**config.mk**
```make
export PLATFORM = sky130hd
export DESIGN_NAME = batt_sample_fifo
export DESIGN_NICKNAME = d
export VERILOG_FILES = /design/src/rtl/batt_sample_fifo.sv
export SDC_FILE = /design/constraint.sdc
export NUM_CORES = 1
export LEC_CHECK = 0
export BUFFER_PORTS_ARGS = -buffer_cell sky130_fd_sc_hd__buf_2
export CORE_MARGIN = 10
export CORE_UTILIZATION = 55
export DETAILED_ROUTE_END_ITERATION = 12
export PLACE_DENSITY = 0.74
export SETUP_SLACK_MARGIN = 0.2
export SYNTH_ARGS = -nofsm -noshare
export SYNTH_HDL_FRONTEND = slang
export SYNTH_SLANG_ARGS = --single-unit
```
**constraint.sdc**
```tcl
create_clock -name clk -period 13.6 [get_ports clk]
set_clock_uncertainty 0.1 [all_clocks]
set_input_delay 3.4 -clock clk [delete_from_list [all_inputs] [get_ports clk]]
set_output_delay 3.4 -clock clk [all_outputs]
set_load 0.1 [all_outputs]
```
**src/rtl/batt_sample_fifo.sv**
```systemverilog
module batt_sample_fifo #(
  parameter int SW    = 16,
  parameter int DEPTH = 8,
  localparam int AW   = SW + 8,
  localparam int PW   = $clog2(DEPTH),
  localparam int CW   = 9,
  localparam int TW   = 12
) (
  input  logic                 clk,
  input  logic                 rst_n,
  input  logic                 en,
  input  logic                 ms_tick,
  input  logic signed [SW-1:0] v_in,
  input  logic signed [SW-1:0] i_in,
  input  logic [CW-1:0]        cfg_pairs,
  input  logic [7:0]           cfg_spacing,
  input  logic [PW:0]          cfg_entries,
  input  logic                 done_ack,
  input  logic                 rd_en,
  output logic signed [AW-1:0] rd_v_sum,
  output logic signed [AW-1:0] rd_i_sum,
  output logic [CW-1:0]        rd_cnt,
  output logic [PW:0]          fifo_count,
  output logic                 fifo_empty,
  output logic                 done_irq,
  output logic                 done_sts
);

  logic signed [AW-1:0] mem_v [DEPTH];
  logic signed [AW-1:0] mem_i [DEPTH];
  logic [CW-1:0]        mem_c [DEPTH];
  logic [PW-1:0]        wr_ptr, rd_ptr;
  logic [PW:0]          occ, filled;
  logic [TW-1:0]        ms_cnt;
  logic signed [AW-1:0] acc_v, acc_i;
  logic [CW-1:0]        n;

  logic clr, run, ev, last, push, pop;
  logic [TW-1:0] thr;
  logic [PW:0]   target;
  logic signed [AW-1:0] sum_v, sum_i, push_v, push_i;
  logic [CW-1:0] n_nxt, push_c;

  assign clr    = !en || done_ack;
  assign run    = en && !done_sts && !done_ack;
  assign thr    = TW'(cfg_spacing) * TW'(10);
  assign ev     = run && ((thr == '0) || (ms_tick && ms_cnt == thr - TW'(1)));
  assign n_nxt  = n + CW'(1);
  assign last   = (cfg_pairs == '0) || (n_nxt >= cfg_pairs);
  assign push   = ev && last;
  assign pop    = rd_en && (occ != '0) && !clr;
  assign sum_v  = acc_v + AW'(v_in);
  assign sum_i  = acc_i + AW'(i_in);
  assign push_v = (cfg_pairs == '0) ? '0 : sum_v;
  assign push_i = (cfg_pairs == '0) ? '0 : sum_i;
  assign push_c = (cfg_pairs == '0) ? '0 : n_nxt;
  assign target = (cfg_entries == '0) ? (PW+1)'(1) :
                  (cfg_entries > (PW+1)'(DEPTH)) ? (PW+1)'(DEPTH) : cfg_entries;

  assign rd_v_sum   = mem_v[rd_ptr];
  assign rd_i_sum   = mem_i[rd_ptr];
  assign rd_cnt     = mem_c[rd_ptr];
  assign fifo_count = occ;
  assign fifo_empty = (occ == '0);

  function automatic logic [PW-1:0] wrap_inc(input logic [PW-1:0] p);
    return (p == PW'(DEPTH - 1)) ? '0 : p + PW'(1);
  endfunction

  always_ff @(posedge clk) begin
    if (!rst_n || clr || ev) ms_cnt <= '0;
    else if (run && ms_tick) ms_cnt <= ms_cnt + TW'(1);
  end

  always_ff @(posedge clk) begin
    if (!rst_n || clr) begin
      acc_v <= '0;
      acc_i <= '0;
      n     <= '0;
    end else if (ev) begin
      if (last) begin
        acc_v <= '0;
        acc_i <= '0;
        n     <= '0;
      end else begin
        acc_v <= sum_v;
        acc_i <= sum_i;
        n     <= n_nxt;
      end
    end
  end

  always_ff @(posedge clk) begin
    if (push) begin
      mem_v[wr_ptr] <= push_v;
      mem_i[wr_ptr] <= push_i;
      mem_c[wr_ptr] <= push_c;
    end
  end

  always_ff @(posedge clk) begin
    if (!rst_n || clr) begin
      wr_ptr   <= '0;
      rd_ptr   <= '0;
      occ      <= '0;
      filled   <= '0;
      done_sts <= 1'b0;
      done_irq <= 1'b0;
    end else begin
      if (push) wr_ptr <= wrap_inc(wr_ptr);
      if (pop)  rd_ptr <= wrap_inc(rd_ptr);
      occ      <= occ + (PW+1)'(push) - (PW+1)'(pop);
      done_irq <= 1'b0;
      if (push) begin
        filled <= filled + (PW+1)'(1);
        if (filled + (PW+1)'(1) == target) begin
          done_sts <= 1'b1;
          done_irq <= 1'b1;
        end
      end
    end
  end


  occ_bound_chk: assert property (@(posedge clk) disable iff (!rst_n)
    occ <= (PW+1)'(DEPTH));


  irq_with_sts_chk: assert property (@(posedge clk) disable iff (!rst_n)
    done_irq |-> done_sts);


  sts_rise_irq_chk: assert property (@(posedge clk) disable iff (!rst_n)
    $rose(done_sts) |-> done_irq);


  frozen_when_done_chk: assert property (@(posedge clk) disable iff (!rst_n)
    (done_sts && en && !done_ack) |=> (occ <= $past(occ) && !done_irq));


  en_low_clear_chk: assert property (@(posedge clk) disable iff (!rst_n)
    !en |=> (occ == '0 && !done_sts));


  ack_clear_chk: assert property (@(posedge clk) disable iff (!rst_n)
    done_ack |=> (occ == '0 && !done_sts));


  empty_read_chk: assert property (@(posedge clk) disable iff (!rst_n)
    (occ == '0 && rd_en && !push) |=> (occ == '0));

endmodule

```
==> impl_metrics.toml, run 1 <==
[run_status]
status = "complete, no violations"

[grt]
grt_start_max_net_pins = 73
grt_pass1_wl_um = 80100
antenna_found_initial = 0
grt_pass1_vias = 14216
track_usage_pct = 19.2
grt_overflow = 0

[cts]
post_cts.repair.setup_buffers = 0
cts_tree = "done"
ctsHoldBuffers = 0
post_cts_resized = 0
numCtsBuffers = 52
clk_pin_slew_ns = 0.06
cts.sinks = 544
clock_latency_ns = 0.58
cts-root-buf = "clkbuf_16"
h-tree-depth = 2
clockBufferDepth = 3

[route]
drtPass1Iterations = 5
ant_nets = 0
vias = 13636
drtIter0Drc = 1091
wl_um = 50600
wl_per_cell_um = 21.8
drc = 0
via_per_inst = 5.89

[worst_setup_path]
endpoint = "mem_v[2][14]$_DFFE_PP_"
critPathKind = "in -> reg"
cp.arrival_ns = 7.73
critPathLaunch = "cfg_spacing[1]"
reg2reg_from = "n[0]$_SDFFE_PP0P_"
reg2regPathDepth = 13
worst_r2r_endpoint = "acc_v[3]$_SDFFE_PP0P_"
worstPathRequired_ns = 13.69
cp_num_buf_inv = 3
crit_path_start_kind = "primary input"
max_stage_delay_ns = 0.75
cp-end-kind = "flop"
critical_path.max_fanout = 57
critical-path-slowest-cell = "buf_4"
r2r_slack_ns = 9.05
crit_chain = "buf_2 -> ha_1 -> ha_1 -> fa_1 -> nor3_2 -> a31oi_1 -> a211oi_1 -> o2111ai_1 -> or4_1 -> a211oi_1 -> o21ai_1 -> buf_4 -> nor4b_2 -> buf_4"
cp_top_family = "compound AO/OA/AOI/OAI gates"
crit_cells = 14

[finish]
fillers = 3144
antennaDiodeCount = 0
nets = 1832
layout-drive-gt1-share_pct = 24.1
syn2layout_area_growth_pct = 12.5

[timing]
post-route-period-util_pct = 56.2
max_freq_ghz = 0.131
tightest_slew_ns = 1.05
finalCriticalPeriod_ns = 7.64
hold_viol_final = 0
tns_ns = 0
maxSlewViolCount = 0
grt_setup_unrepaired = "no"
setup_viol = 0
max_slew_margin_pct = 29.5

[pwr]
finalPower_w = 0.00333
leakage_nw = 9.19
ir_drop_v = 0.0000883
cellPowerDensity_nw_per_um2 = 123

[synthesis]
synth_seq_cells = 544
synth_most_common_cell = "edfxtp_1"
syn_area_per_cell_um2 = 15.5
ys_seq_area_share_pct = 64.3
synth.area.top_cells = "edfxtp_1, mux4_2, dfxtp_1"
ys_types = 69
netlist_area_um2 = 24100
synth-main-ff-cell = "edfxtp_1"
async_reset_ff_share_pct = 0
netlist.area_leader.share_pct = 56.9
synth_edf_count = 456
syn_inst = 1553
synth_common_cells = "edfxtp_1, mux4_2, nor2_1"
syn-num-nets = 1696
yosysWarnings = 0
yosysTopAreaCell = "edfxtp_1"

[floorplanning]
die_w_um = 229
pin_count = 123
core_area_um2 = 43200
die_area_um2 = 52500
row_count = 76
start_util_pct = 55.7
die_h_um = 229

[hold_path]
worstHoldStart = "acc_i[9]$_SDFFE_PP0P_"
worst_hold_path_type = "reg -> reg"

[placement]
numPortBuffers = 122
place_hpwl_um = 30500
routabilityCongestion = 0.828

[flow_run]
max-cap-violations = 0
-- registers in the layout, summed over array words and instances (netlist names), named ones only --
name / cells
mem_i: 192
mem_v: 192
mem_c: 72
acc_i: 24
acc_v: 24
ms_cnt: 12
n: 9
fifo_count: 4
filled: 4
rd_ptr: 3
wr_ptr: 3
done_irq: 1
done_sts: 1
-- routing by layer --
| metal | vias to the layer above | part of all wire (%) | wire (um) | GRT usage, % |
|---|---|---|---|---|
| li1 | 6345 | - | - | - |
| met1 | 6866 | 42 | 21000 | 25.1 |
| met2 | 361 | 51 | 25800 | 32.9 |
| met3 | 64 | 5.4 | 2750 | 3.26 |
| met4 | 0 | 1.9 | 943 | 4.97 |
| met5 | - | 0 | 0 | 0 |
-- cell type report --
| class | instances | area [um2] | area share, % |
|---|---|---|---|
| clock buffers | 69 | 1430 | 5.27 |
| inverters | 38 | 143 | 0.527 |
| multi-input cells | 912 | 8280 | 30.6 |
| clock inverters | 28 | 260 | 0.962 |
| repair buffers | 141 | 753 | 2.78 |
| well taps | 585 | 732 | 2.71 |
| flip-flops and latches | 544 | 15500 | 57.2 |
-- where the power goes --
group / internal [W] / switching [W]
Clock: 0.000816 / 0.000604
Combinational: 0.0000399 / 0.0000714
Sequential: 0.00180 / 0.0000000655
-- how the worst min path moves through the flow --
stage / end / cells after the start
floorplan: acc_i[12]$_SDFFE_PP0P_ / 2
global placement: acc_i[22]$_SDFFE_PP0P_ / 2
detailed placement: acc_i[9]$_SDFFE_PP0P_ / 2
CTS: acc_i[9]$_SDFFE_PP0P_ / 2
global route: acc_i[9]$_SDFFE_PP0P_ / 2
finish: acc_i[9]$_SDFFE_PP0P_ / 2
-- worst min-delay path, delay by kind of cell, from the launching register on --
family,cells,cell delay (ns)
DFF,1,0.31
and+or+nand+nor,1,0.05
AOI/OAI and AO/OA,1,0.05
-- cells by family (layout without fill, tap and decap cells) --
family	count (synthesis)	in the layout	share of synthesized area, %
simple gates	322	322	6.51
fa+ha+maj	84	84	4.49
compound gates	250	250	6.65
xor+xnor	82	82	3.04
buf+inv	97	276	1.57
flops	544	544	64.3
mux	174	174	13.5
-- cells in the final DEF, fill, tap and decap left out, types with 5 or more instances in the layout --
cell type	n
a211o_1	6
a211oi_1	16
a21o_1	15
a21oi_1	60
a22o_1	6
a31oi_1	7
and2_1	9
and3_1	10
buf_2	122
buf_4	19
clkbuf_1	12
clkbuf_16	53
clkinv_1	7
clkinv_2	8
dfxtp_1	85
edfxtp_1	456
ha_1	80
inv_1	38
mux2_2	57
mux4_2	114
nand2_1	83
nand2b_1	11
nand3_1	22
nor2_1	105
nor2b_1	10
nor3_1	15
nor4_1	5
o211ai_1	11
o21a_1	10
o21ai_0	69
o21ai_1	9
o21bai_1	8
or2_2	5
or3_1	9
or4_1	5
xnor2_1	37
xor2_1	44
-- metrics by stage --
stage | worst slack, ns | std cells | instance area, um2 | utilization, % | hold WS (ns)
after global placement | 5.49 | 2220 | 25400 | 58.8 | 0.338
after global routing | 5.61 | 2317 | 27100 | 62.7 | 0.381
after CTS | 5.97 | 2317 | 27100 | 62.7 | 0.358
after floorplan | 0.564 | 1553 | 24100 | - | 0.329
final | 5.96 | 2317 | 27100 | 62.7 | 0.355
after detailed placement | 5.37 | 2220 | 25400 | 58.8 | 0.350
Power figures use the tool's default switching activity.
==> run 2: changes to the inputs <==
clock period = 7 ns   (was 13.6 ns; I/O delays follow)
==> run 2 against run 1 <==
  * Critical path depth grew 4
  * Register-to-register slack lost 6.4 ns
  * Sequential power grew 94%
  * Utilization grew 0.90 points
  * Non-clock buffer count grew 7
  * Critical endpoint is now fifo_count[2]$_SDFF_PP0_
  * Count of clock-buffer cells in the layout shrank 1
  * Sequential share of layout area shrank 0.81 points
  * Hold slack is essentially flat
  * Critical path type unchanged
  * Die area is the same
  * Via count grew 1.6%
  * Clock power grew 120%
  * Combinational power grew 99%
==> impl_metrics.toml, run 2 (synthesis results as in run 1) <==
[timing]
setup_viol = 0
max_freq_ghz = 0.180
post-route-period-util_pct = 79.4
max_slew_margin_pct = 43.8
grt_setup_unrepaired = "no"
tns_ns = 0
hold_viol_final = 0
maxSlewViolCount = 0
finalCriticalPeriod_ns = 5.56
tightest_slew_ns = 0.842

[finish]
syn2layout_area_growth_pct = 14.1
regArea_um2 = 15500
final_common_cell = "edfxtp_1"
layout_common_cells = "edfxtp_1, buf_2, mux4_2"
multi_input_area_um2 = 8390
largest_registers = "mem_i: 192 flops, mem_v: 192 flops, mem_c: 72 flops"
layout-drive-gt1-share_pct = 25.2
fillers = 3078
antennaDiodeCount = 0
nets = 1840

[worst_setup_path]
cp-end-kind = "flop"
critPathKind = "in -> reg"
cp_num_buf_inv = 3
max_stage_delay_ns = 0.65
critical-path-slowest-cell = "o21ai_4"
critical_path.max_fanout = 15
cp.arrival_ns = 5.93
crit_path_start_kind = "primary input"
crit_chain = "buf_2 -> ha_4 -> ha_4 -> fa_2 -> nor3_2 -> nand3_1 -> a211o_1 -> a211oi_1 -> xnor2_1 -> a211oi_2 -> o21ai_4 -> ha_1 -> inv_1 -> ha_1 -> inv_1 -> fa_1 -> xor2_1 -> nor2_1"
cp_top_family = "adder cells"
worstPathRequired_ns = 7.37

[cts]
numCtsBuffers = 53
cts-root-buf = "clkbuf_16"
cts_tree = "done"
clockBufferDepth = 3
clk_pin_slew_ns = 0.06
ctsHoldBuffers = 0
post_cts_resized = 0
h-tree-depth = 2
post_cts.repair.setup_buffers = 0
clock_latency_ns = 0.61
cts.sinks = 544

[grt]
track_usage_pct = 19.8
grt_pass1_vias = 14597
antenna_found_initial = 0
grt_pass1_wl_um = 82600
grt_overflow = 0
grt_start_max_net_pins = 56

[floorplanning]
die_area_um2 = 52500
core_area_um2 = 43200
row_count = 76
pin_count = 123
die_w_um = 229
die_h_um = 229
start_util_pct = 55.7

[pwr]
clkPwrFrac_pct = 45.1
p_switching_w = 0.00137
p_int_w = 0.00540
leakage_nw = 9.50
finalPower_w = 0.00677
ir_drop_v = 0.000189
cellPowerDensity_nw_per_um2 = 247
p_comb_share_pct = 3.3
swShare_pct = 20.2
seq_power_share_pct = 51.6

[route]
wl_per_cell_um = 22.3
ant_nets = 0
drtIter0Drc = 1048
drtPass1Iterations = 5
vias = 13852
drc = 0
wl_um = 51900
via_per_inst = 5.95

[run_status]
status = "complete, no violations"

[flow_run]
max-cap-violations = 0

[placement]
numPortBuffers = 122
place_hpwl_um = 31900
routabilityCongestion = 0.795

[hold_path]
worst_hold_path_type = "reg -> reg"
[run 2: changes by cell type in the layout (fill, tap and decap cells not counted), sizes merged]
cell    delta
clkbuf     -1
buf        +7
inv        -3
clkinv     +1
bufinv     +6
[run 2: power groups by stage]
stage	logic, W	registers, W	clock network, W
after floorplan	0.000152	0.00357	0
after global placement	0.000209	0.00357	0
after detailed placement	0.000218	0.00357	0
after CTS	0.000220	0.00350	0.00310
after global routing	0.000249	0.00349	0.00323
final	0.000221	0.00350	0.00306
[run 2: worst reg2reg max path, stage by stage, from the launching register on]
cell and delay [ns]:
dfxtp_1 0.48, ha_1 0.29, nand3_1 0.14, nor2_1 0.26, nand3_1 0.13, xor2_1 0.32, inv_1 0.11, ha_1 0.29
o21a_1 0.11, a211o_1 0.44, o21ai_4 0.36, ha_1 0.36, inv_1 0.06, ha_1 0.17, inv_1 0.07, fa_1 0.37
xor2_1 0.14, nor2_1 0.06
[run 2: layout make-up]
type,instances,area share (%)
Timing Repair Buffer,148,3.03
Inverter,38,0.520
Sequential cell,544,56.3
Clock inverter,32,1.63
Multi-Input combinational cell,912,30.6
Tap cell,585,2.67
Clock buffer,68,5.23
[run 2: final timing paths]
kind / start / cells past startpoint / slack (ns) / endpoint
max: cfg_spacing[1] / 18 / 1.44 / fifo_count[2]$_SDFF_PP0_
min: acc_v[2]$_SDFFE_PP0P_ / 2 / 0.36 / acc_v[2]$_SDFFE_PP0P_
max reg2reg: n[0]$_SDFFE_PP0P_ / 17 / 2.62 / fifo_count[2]$_SDFF_PP0_
min reg2reg: acc_v[2]$_SDFFE_PP0P_ / 2 / 0.36 / acc_v[2]$_SDFFE_PP0P_
[run 2: layer usage]
layer / routed length (um) / share of wire [%] / track usage (%)
met5: 0 / 0 / 0
met4: 918 / 1.8 / 5.32
met3: 3460 / 6.7 / 3.89
met2: 26000 / 50 / 33.6
met1: 21500 / 41 / 25.8
[run 2: through the flow]
stage | util (%) | instance area [um2] | hold WS (ns) | instances | worst slack, ns
after floorplan | - | 24200 | 0.329 | 1553 | 0.115
after global placement | 59.2 | 25600 | 0.339 | 2227 | 0.962
after detailed placement | 59.2 | 25600 | 0.350 | 2227 | 0.811
after CTS | 63.6 | 27400 | 0.359 | 2327 | 1.45
after global routing | 63.6 | 27400 | 0.383 | 2327 | 1.17
final | 63.6 | 27400 | 0.355 | 2327 | 1.44
